$ cat config.mk
export PLATFORM = sky130hd
export DESIGN_NAME = ser_reg_port
export DESIGN_NICKNAME = d
export VERILOG_FILES = /design/src/rtl/ser_port_pkg.sv /design/src/rtl/ser_clk_ctl.sv /design/src/rtl/ser_engine.sv /design/src/rtl/ser_regs.sv /design/src/rtl/ser_reg_port.sv
export SDC_FILE = /design/constraint.sdc
export NUM_CORES = 1
export LEC_CHECK = 0
export BUFFER_PORTS_ARGS = -buffer_cell sky130_fd_sc_hd__buf_2
export CAP_MARGIN = 15
export CORE_MARGIN = 10
export CORE_UTILIZATION = 41
export DETAILED_ROUTE_END_ITERATION = 10
export PLACE_DENSITY = 0.61
export SLEW_MARGIN = 20
export SYNTH_ARGS = -nofsm -noshare
export SYNTH_HDL_FRONTEND = slang
export SYNTH_SLANG_ARGS = --single-unit
$ cat constraint.sdc
create_clock -name clk -period 1.9 [get_ports clk]
set_input_delay 0.19 -clock clk [delete_from_list [all_inputs] [get_ports clk]]
set_output_delay 0.19 -clock clk [all_outputs]
set_load 0.05 [all_outputs]
$ cat src/rtl/ser_port_pkg.sv
package ser_port_pkg;

    localparam int ADDR_W    = 3;
    localparam int NREGS     = 1 << ADDR_W;
    localparam int RES_BYTES = 3;
    localparam int RES_W     = 8 * RES_BYTES;
    localparam int CTRL_ADDR = 3;
    localparam int SCR_BASE  = 4;
    localparam int NSCR      = NREGS - SCR_BASE;
    localparam int CNT_W     = 2;

    typedef enum logic {
        PH_INSTR = 1'b0,
        PH_DATA  = 1'b1
    } phase_e;

    typedef struct packed {
        logic              rd;
        logic [CNT_W-1:0]  cnt_m1;
        logic [1:0]        rsvd;
        logic [ADDR_W-1:0] addr;
    } instr_t;

    typedef struct packed {
        logic lsb_first;
        logic ascend;
    } ctrl_t;

    function automatic logic pick_bit(logic [7:0] b, logic [2:0] idx, logic lsb);
        return lsb ? b[idx] : b[3'd7 - idx];
    endfunction

    function automatic logic [7:0] take_bit(logic [7:0] acc, logic d, logic lsb);
        return lsb ? {d, acc[7:1]} : {acc[6:0], d};
    endfunction

    function automatic logic [ADDR_W-1:0] step_addr(logic [ADDR_W-1:0] a, logic asc);
        return asc ? a + 1'b1 : a - 1'b1;
    endfunction

endpackage

$ cat src/rtl/ser_clk_ctl.sv
module ser_clk_ctl #(
    parameter int DIV         = 8,
    parameter int SYNC_STAGES = 2
) (
    input  logic clk,
    input  logic rst,
    input  logic mode_self,
    input  logic cs_n,
    input  logic sclk_in,
    input  logic sdio_in,
    output logic active,
    output logic sdi,
    output logic rise_evt,
    output logic fall_evt,
    output logic sclk_out
);
    localparam int DIV_W = $clog2(DIV);
    localparam int HALF  = DIV / 2;

    // bit 2: cs_n, bit 1: sclk, bit 0: data
    logic [2:0] sync_q [SYNC_STAGES];

    genvar g;
    generate
        for (g = 0; g < SYNC_STAGES; g++) begin : g_sync
            if (g == 0) begin : g_first
                always_ff @(posedge clk) begin
                    if (rst) sync_q[g] <= 3'b100;
                    else     sync_q[g] <= {cs_n, sclk_in, sdio_in};
                end
            end else begin : g_next
                always_ff @(posedge clk) begin
                    if (rst) sync_q[g] <= 3'b100;
                    else     sync_q[g] <= sync_q[g-1];
                end
            end
        end
    endgenerate

    logic             ext_prev;
    logic [DIV_W-1:0] div_q;
    logic             ext_s;

    assign ext_s  = sync_q[SYNC_STAGES-1][1];
    assign sdi    = sync_q[SYNC_STAGES-1][0];
    assign active = ~sync_q[SYNC_STAGES-1][2];

    always_ff @(posedge clk) begin
        if (rst) begin
            ext_prev <= 1'b0;
            div_q    <= '0;
        end else begin
            ext_prev <= ext_s;
            if (mode_self && active)
                div_q <= (div_q == DIV_W'(DIV - 1)) ? '0 : div_q + 1'b1;
            else
                div_q <= '0;
        end
    end

    assign sclk_out = (div_q >= DIV_W'(HALF));

    always_comb begin
        if (mode_self) begin
            rise_evt = active && (div_q == DIV_W'(HALF - 1));
            fall_evt = active && (div_q == DIV_W'(DIV - 1));
        end else begin
            rise_evt = active &&  ext_s && !ext_prev;
            fall_evt = active && !ext_s &&  ext_prev;
        end
    end

endmodule

$ cat src/rtl/ser_engine.sv
module ser_engine
    import ser_port_pkg::*;
(
    input  logic              clk,
    input  logic              rst,
    input  logic              active,
    input  logic              rise_evt,
    input  logic              fall_evt,
    input  logic              sdi,
    input  ctrl_t             ctrl,
    input  logic [7:0]        rdata,
    output logic [ADDR_W-1:0] addr,
    output logic              we,
    output logic [7:0]        wdata,
    output logic              sd_out,
    output logic              rd_phase,
    output logic [2:0]        bit_cnt,
    output logic              res_read_done
);
    phase_e                 phase_q;
    logic                   rd_q;
    logic [CNT_W-1:0]       left_q;
    logic [7:0]             sh_q;
    logic [7:0]             tx_q;
    logic [RES_BYTES-1:0]   rmask_q;
    logic [RES_BYTES-1:0]   hit;
    logic                   byte_end;
    instr_t                 ins;
    logic                   ins_unused;

    assign ins        = instr_t'({sh_q[6:0], sdi});
    assign ins_unused = ^ins.rsvd;
    assign byte_end   = rise_evt && (bit_cnt == 3'd7);
    assign rd_phase   = (phase_q == PH_DATA) && rd_q;

    always_comb begin
        hit = '0;
        for (int k = 0; k < RES_BYTES; k++)
            if (addr == ADDR_W'(k)) hit[k] = 1'b1;
    end

    assign wdata         = take_bit(sh_q, sdi, ctrl.lsb_first);
    assign we            = byte_end && (phase_q == PH_DATA) && !rd_q;
    assign res_read_done = byte_end && rd_phase && (left_q == '0) &&
                           ((rmask_q | hit) == '1);

    always_ff @(posedge clk) begin
        if (rst) begin
            phase_q <= PH_INSTR;
            rd_q    <= 1'b0;
            left_q  <= '0;
            sh_q    <= '0;
            tx_q    <= '0;
            rmask_q <= '0;
            addr    <= '0;
            bit_cnt <= '0;
            sd_out  <= 1'b0;
        end else if (rise_evt) begin
            bit_cnt <= bit_cnt + 3'd1;
            if (phase_q == PH_INSTR) begin
                sh_q <= {sh_q[6:0], sdi};
                if (bit_cnt == 3'd7) begin
                    phase_q <= PH_DATA;
                    rd_q    <= ins.rd;
                    left_q  <= ins.cnt_m1;
                    addr    <= ins.addr;
                    rmask_q <= '0;
                end
            end else begin
                sh_q <= wdata;
                if (bit_cnt == 3'd7) begin
                    if (rd_q) rmask_q <= rmask_q | hit;
                    addr <= step_addr(addr, ctrl.ascend);
                    if (left_q == '0) phase_q <= PH_INSTR;
                    else              left_q  <= left_q - 1'b1;
                end
            end
        end else if (fall_evt && rd_phase && active) begin
            if (bit_cnt == 3'd0) begin
                tx_q   <= rdata;
                sd_out <= pick_bit(rdata, 3'd0, ctrl.lsb_first);
            end else begin
                sd_out <= pick_bit(tx_q, bit_cnt, ctrl.lsb_first);
            end
        end
    end

endmodule

$ cat src/rtl/ser_regs.sv
module ser_regs
    import ser_port_pkg::*;
(
    input  logic              clk,
    input  logic              rst,
    input  logic              we,
    input  logic [ADDR_W-1:0] waddr,
    input  logic [7:0]        wdata,
    input  logic [ADDR_W-1:0] raddr,
    output logic [7:0]        rdata,
    input  logic              res_load,
    input  logic [RES_W-1:0]  res_data,
    input  logic              res_read_done,
    output ctrl_t             ctrl,
    output logic              drdy_n
);
    logic [7:0] res_q [RES_BYTES];
    logic [7:0] scr_q [NSCR];

    always_ff @(posedge clk) begin
        if (rst) begin
            for (int k = 0; k < RES_BYTES; k++) res_q[k] <= '0;
        end else if (res_load) begin
            for (int k = 0; k < RES_BYTES; k++) res_q[k] <= res_data[8*k +: 8];
        end
    end

    always_ff @(posedge clk) begin
        if (rst) begin
            ctrl <= '0;
        end else if (we && waddr == ADDR_W'(CTRL_ADDR)) begin
            ctrl.lsb_first <= wdata[1];
            ctrl.ascend    <= wdata[0];
        end
    end

    genvar g;
    generate
        for (g = 0; g < NSCR; g++) begin : g_scr
            always_ff @(posedge clk) begin
                if (rst)
                    scr_q[g] <= '0;
                else if (we && waddr == ADDR_W'(SCR_BASE + g))
                    scr_q[g] <= wdata;
            end
        end
    endgenerate

    always_ff @(posedge clk) begin
        if (rst)                drdy_n <= 1'b1;
        else if (res_load)      drdy_n <= 1'b0;
        else if (res_read_done) drdy_n <= 1'b1;
    end

    always_comb begin
        rdata = '0;
        for (int k = 0; k < RES_BYTES; k++)
            if (raddr == ADDR_W'(k)) rdata = res_q[k];
        if (raddr == ADDR_W'(CTRL_ADDR))
            rdata = {6'b0, ctrl.lsb_first, ctrl.ascend};
        for (int k = 0; k < NSCR; k++)
            if (raddr == ADDR_W'(SCR_BASE + k)) rdata = scr_q[k];
    end

endmodule

$ cat src/rtl/ser_reg_port.sv
module ser_reg_port
    import ser_port_pkg::*;
#(
    parameter int DIV         = 8,
    parameter int SYNC_STAGES = 2
) (
    input  logic             clk,
    input  logic             rst,
    input  logic             mode_self,
    input  logic             three_wire,
    input  logic             cs_n,
    input  logic             sclk_in,
    input  logic             sdio_in,
    output logic             sdio_out,
    output logic             sdio_oe,
    output logic             sdo,
    output logic             sclk_out,
    input  logic             res_load,
    input  logic [RES_W-1:0] res_data,
    output logic             drdy_n
);
    logic              active;
    logic              sdi;
    logic              rise_evt;
    logic              fall_evt;
    logic [ADDR_W-1:0] addr;
    logic              we;
    logic [7:0]        wdata;
    logic [7:0]        rdata;
    logic              sd_out;
    logic              rd_phase;
    logic [2:0]        bit_cnt;
    logic              res_read_done;
    ctrl_t             ctrl;

    ser_clk_ctl #(
        .DIV         (DIV),
        .SYNC_STAGES (SYNC_STAGES)
    ) u_clk (
        .clk       (clk),
        .rst       (rst),
        .mode_self (mode_self),
        .cs_n      (cs_n),
        .sclk_in   (sclk_in),
        .sdio_in   (sdio_in),
        .active    (active),
        .sdi       (sdi),
        .rise_evt  (rise_evt),
        .fall_evt  (fall_evt),
        .sclk_out  (sclk_out)
    );

    ser_engine u_eng (
        .clk           (clk),
        .rst           (rst),
        .active        (active),
        .rise_evt      (rise_evt),
        .fall_evt      (fall_evt),
        .sdi           (sdi),
        .ctrl          (ctrl),
        .rdata         (rdata),
        .addr          (addr),
        .we            (we),
        .wdata         (wdata),
        .sd_out        (sd_out),
        .rd_phase      (rd_phase),
        .bit_cnt       (bit_cnt),
        .res_read_done (res_read_done)
    );

    ser_regs u_regs (
        .clk           (clk),
        .rst           (rst),
        .we            (we),
        .waddr         (addr),
        .wdata         (wdata),
        .raddr         (addr),
        .rdata         (rdata),
        .res_load      (res_load),
        .res_data      (res_data),
        .res_read_done (res_read_done),
        .ctrl          (ctrl),
        .drdy_n        (drdy_n)
    );

    assign sdio_out = sd_out;
    assign sdio_oe  = rd_phase && active && !three_wire;
    assign sdo      = three_wire && sd_out;

endmodule

==> summary.md <==
| Metric | Value |
|---|---|
| Synth cell types | `60` |
| Internal power | `3.337 mW` |
| Clock power frac | `41.0%` |
| Min Tclk post-route | `1.900 ns` |
| Synth Instances | `467` |
| M1 GR Usage | `18.79%` |
| Top cell type's share of synthesized area | `34.25%` |
| Crit start category | `register` |
| Worst Tran Pin Value | `0.6928 ns` |
| Top FF cell, synth | `edfxtp_1` |
| Leak | `2.215 nW` |
| # fillers | `around 1000` |
| Core area | `~12000 um2` |
| Worst Path Max Fanout | `8` |
| Placer Congestion | `0.8638` |
| Root Driver | `clkbuf_16` |
| Syn. warnings | `0` |
| Remaining routing DRC violations | `0` |
| Initial antenna violation count | `0` |
| Post-DP Area | `5534 um2` |
| Via density | `5.449` |
| Synth top cells by count | `edfxtp_1 (56), nor2_1 (54), dfxtp_1 (43)` |
| Switch share | `between 20% and 30%` |
| Gr busiest metal | `met2` |
| Rel. slew slack | `53.60%` |
| Critical Path End Type | `register` |
| Largest net degree at the start of global routing | `25` |
| Met2 Track Usage GR | `roughly a quarter` |
| Die Width | `129.4 um` |
| Cell Area, Synth | `around 4900 um2` |
| Antenna Nets Post-Route | `0` |
| Vias in the first global route | `3886` |
| Gate power share | `4.1%` |
| Most common cell in the netlist | `edfxtp_1` |
| Final hold vios | `0` |
| Seq pwr share | `54.9%` |
| Worst path cell trace | `ha_4 > ha_4 > nand2_4 > a2111oi_4 > buf_6 > and2b_4 > nand3_4 > nor2_1` |
| H-tree levels | `3` |
| CTS Buf Count | `9` |
| DP Cell Count | `668` |
| Hold_ws | `0.02253 ns` |
| Pwr dens | `~700 nW/um2` |
| Max VDD drop | `0.0004687 V` |
| IO Count | `37` |
| # setup viols final | `0` |
| Most used cell, CP | `ha_4` |
| Met3 Track Usage GR | `3.834%` |
| Vias | `between 3000 and 4000` |
| Drt first pass iters | `4` |
| DRT Wirelength | `12750 um` |
| Hold Path Class | `primary input to register` |
| Max-slew violations | `0` |
| Status | `finished clean` |
| Max cap viols | `0` |
| Mean Syn Cell Area | `10.51 um2` |
| Area leader, netlist | `edfxtp_1` |
| Worst Path Arrival | `between 2 and 2.5 ns` |
| Fin util | `53.89%` |
| Syn_nets | `approximately 510` |
| CP required | `2.12 ns` |
| Clk_skew | `0.005229 ns` |
| Type of the worst setup path | `register to register` |
| Starting Density | `42.45%` |
| Post-synth EDFFs | `56` |
| 1st-iter DRT viols | `293` |
| Slowest stage delay, CP | `0.36 ns` |
| WL per Instance | `18.40 um` |
| Synth area leaders | `edfxtp_1 (34%), dfxtp_1 (18%), nor2_1 (4.1%)` |
| CTS tree | `built` |
| Chip height | `129.4 um` |
| Gr ovfl total | `0` |
| Port buffer count | `36` |
| RSZ-0062 raised after global routing | `yes` |
| Clk buf depth | `2` |
| Detailed Place HPWL | `between 9000 and 10000 um` |
| CP max-delay cell | `dfxtp_2` |
| Max frequency | `about 530 MHz` |
| Sequential area share after synthesis | `about half` |
| CTS sink count | `99` |
| Sw Pwr | `1.007 mW` |
| # diodes | `0` |
| FF+latch count, synth | `99` |
| Area grow syn2layout | `26.94%` |
| Finished Cell Area | `6232 um2` |
| Row cnt | `39` |
| Layout Nets | `a little under 600` |
| Clock Latency Late Sink | `0.36 ns` |
| Full die area | `approximately 17000 um2` |
| First-pass GRT wire length | `between 15000 and 20000 um` |
| Crit share post-route | `99.98%` |
| Finished Layout Cells | `693` |
| CTS hold repair buffers | `0` |
| Gr usage total | `15.53%` |
| Fraction of registers with async set/reset | `0%` |
| Clk slew on worst S/H paths | `around 0.070 ns` |
| Share of cells above drive strength 1 | `a little over a third` |
[path summary, 6_finish.rpt]
| kind | startpoint | slack, ns | cells past startpoint | to |
|---|---|---|---|---|
| max | u_clk.div_q[0]$_SDFF_PP0_ | 0.0003 | 8 | u_regs.scr_q[0][6]$_SDFFCE_PN0P_ |
| min reg2reg | u_clk.sync_q[0][2]$_SDFF_PP1_ | 0.42 | 1 | u_clk.sync_q[1][2]$_SDFF_PP1_ |
| min | cs_n | 0.02 | 2 | u_clk.sync_q[0][2]$_SDFF_PP1_ |
| max reg2reg | u_clk.div_q[0]$_SDFF_PP0_ | 0.0003 | 8 | u_regs.scr_q[0][6]$_SDFFCE_PN0P_ |
[registers in the layout, summed over array words and instances, names as in the netlist]
signal          cells
u_clk.ext_prev      1
u_eng.phase_q       1
u_regs.res_q       24
u_clk.sync_q        6
u_regs.ctrl         2
u_eng.sd_out        1
u_eng.tx_q          8
u_eng.addr          3
u_regs.scr_q       32
u_eng.rmask_q       3
u_eng.bit_cnt       3
u_eng.rd_q          1
u_eng.sh_q          8
u_eng.left_q        2
u_clk.div_q         3
u_regs.drdy_n       1
[metrics by stage]
stage                     worst slack (ns)  power [mW]   TNS [ns]
after global placement             -0.1155       2.589    -0.5799
after CTS                       0.00004796       4.367          0
after detailed placement           -0.1255       2.595     -1.909
after global routing               -0.1086       4.482     -3.106
after floorplan                  -0.005753       2.510  -0.005753
final                            0.0003122       4.343          0
[kinds of logic (layout without fill, tap and decap cells)]
group,Yosys count,count (layout),synth area share (%)
buffers and inverters,48,131,4.587
adder cells (fa/ha/maj),15,15,3.823
XOR/XNOR,3,3,0.5353
flip-flops,99,99,51.78
AND/OR/NAND/NOR,177,177,19.32
AO/OA/AOI/OAI,106,106,15.04
multiplexers,19,19,4.918
[critical path, delay by kind of cell, from the launching register on]
| kind | cells | cell delay [ns] |
|---|---|---|
| simple gates | 4 | 0.56 |
| compound gates | 1 | 0.35 |
| fa+ha+maj | 2 | 0.30 |
| flops | 1 | 0.36 |
| buf+inv | 1 | 0.18 |
[what timing repair did]
| item | in CTS | in global routing |
|---|---|---|
| buffers inserted | 1 | 8 |
| resized for setup | 27 | 52 |
| pin swaps | 10 | 28 |
| endpoints found under the setup margin | 76 | 82 |
[cell usage in the layout (no fill, tap or decap), types with 10 or more instances in the layout]
master / n
mux2i_1: 14
edfxtp_1: 56
o211ai_1: 10
and2_1: 26
nor2_2: 10
nand2_1: 38
nor2_1: 42
buf_4: 52
nor2b_1: 10
dfxtp_1: 35
inv_1: 14
buf_2: 36
a21oi_1: 34
[power by group through the flow]
stage	logic, mW	clock network, mW	registers [mW]
final	0.179	1.78	2.38
after global routing	0.199	1.89	2.39
after CTS	0.171	1.81	2.38
after detailed placement	0.166	0	2.43
after global placement	0.162	0	2.43
after floorplan	0.0966	0	2.41
[metal layers]
layer	wire (um)	up-vias	share of wire, %
li1	-	1836	-
met1	5491	1826	43
met2	6239	98	49
met3	866	16	6.8
met4	156	0	1.2
met5	0	-	0
[final cells by class]
class	instances	area, um2	area share [%]
Clock buffer	9	225.2	3.614
Clock inverter	7	60.06	0.9637
Inverter	18	71.32	1.144
Multi-Input combinational cell	320	2450	39.31
Sequential cell	99	2557	41.04
Tap cell	143	178.9	2.871
Timing Repair Buffer	97	689.4	11.06
Power figures use the tool's default switching activity.
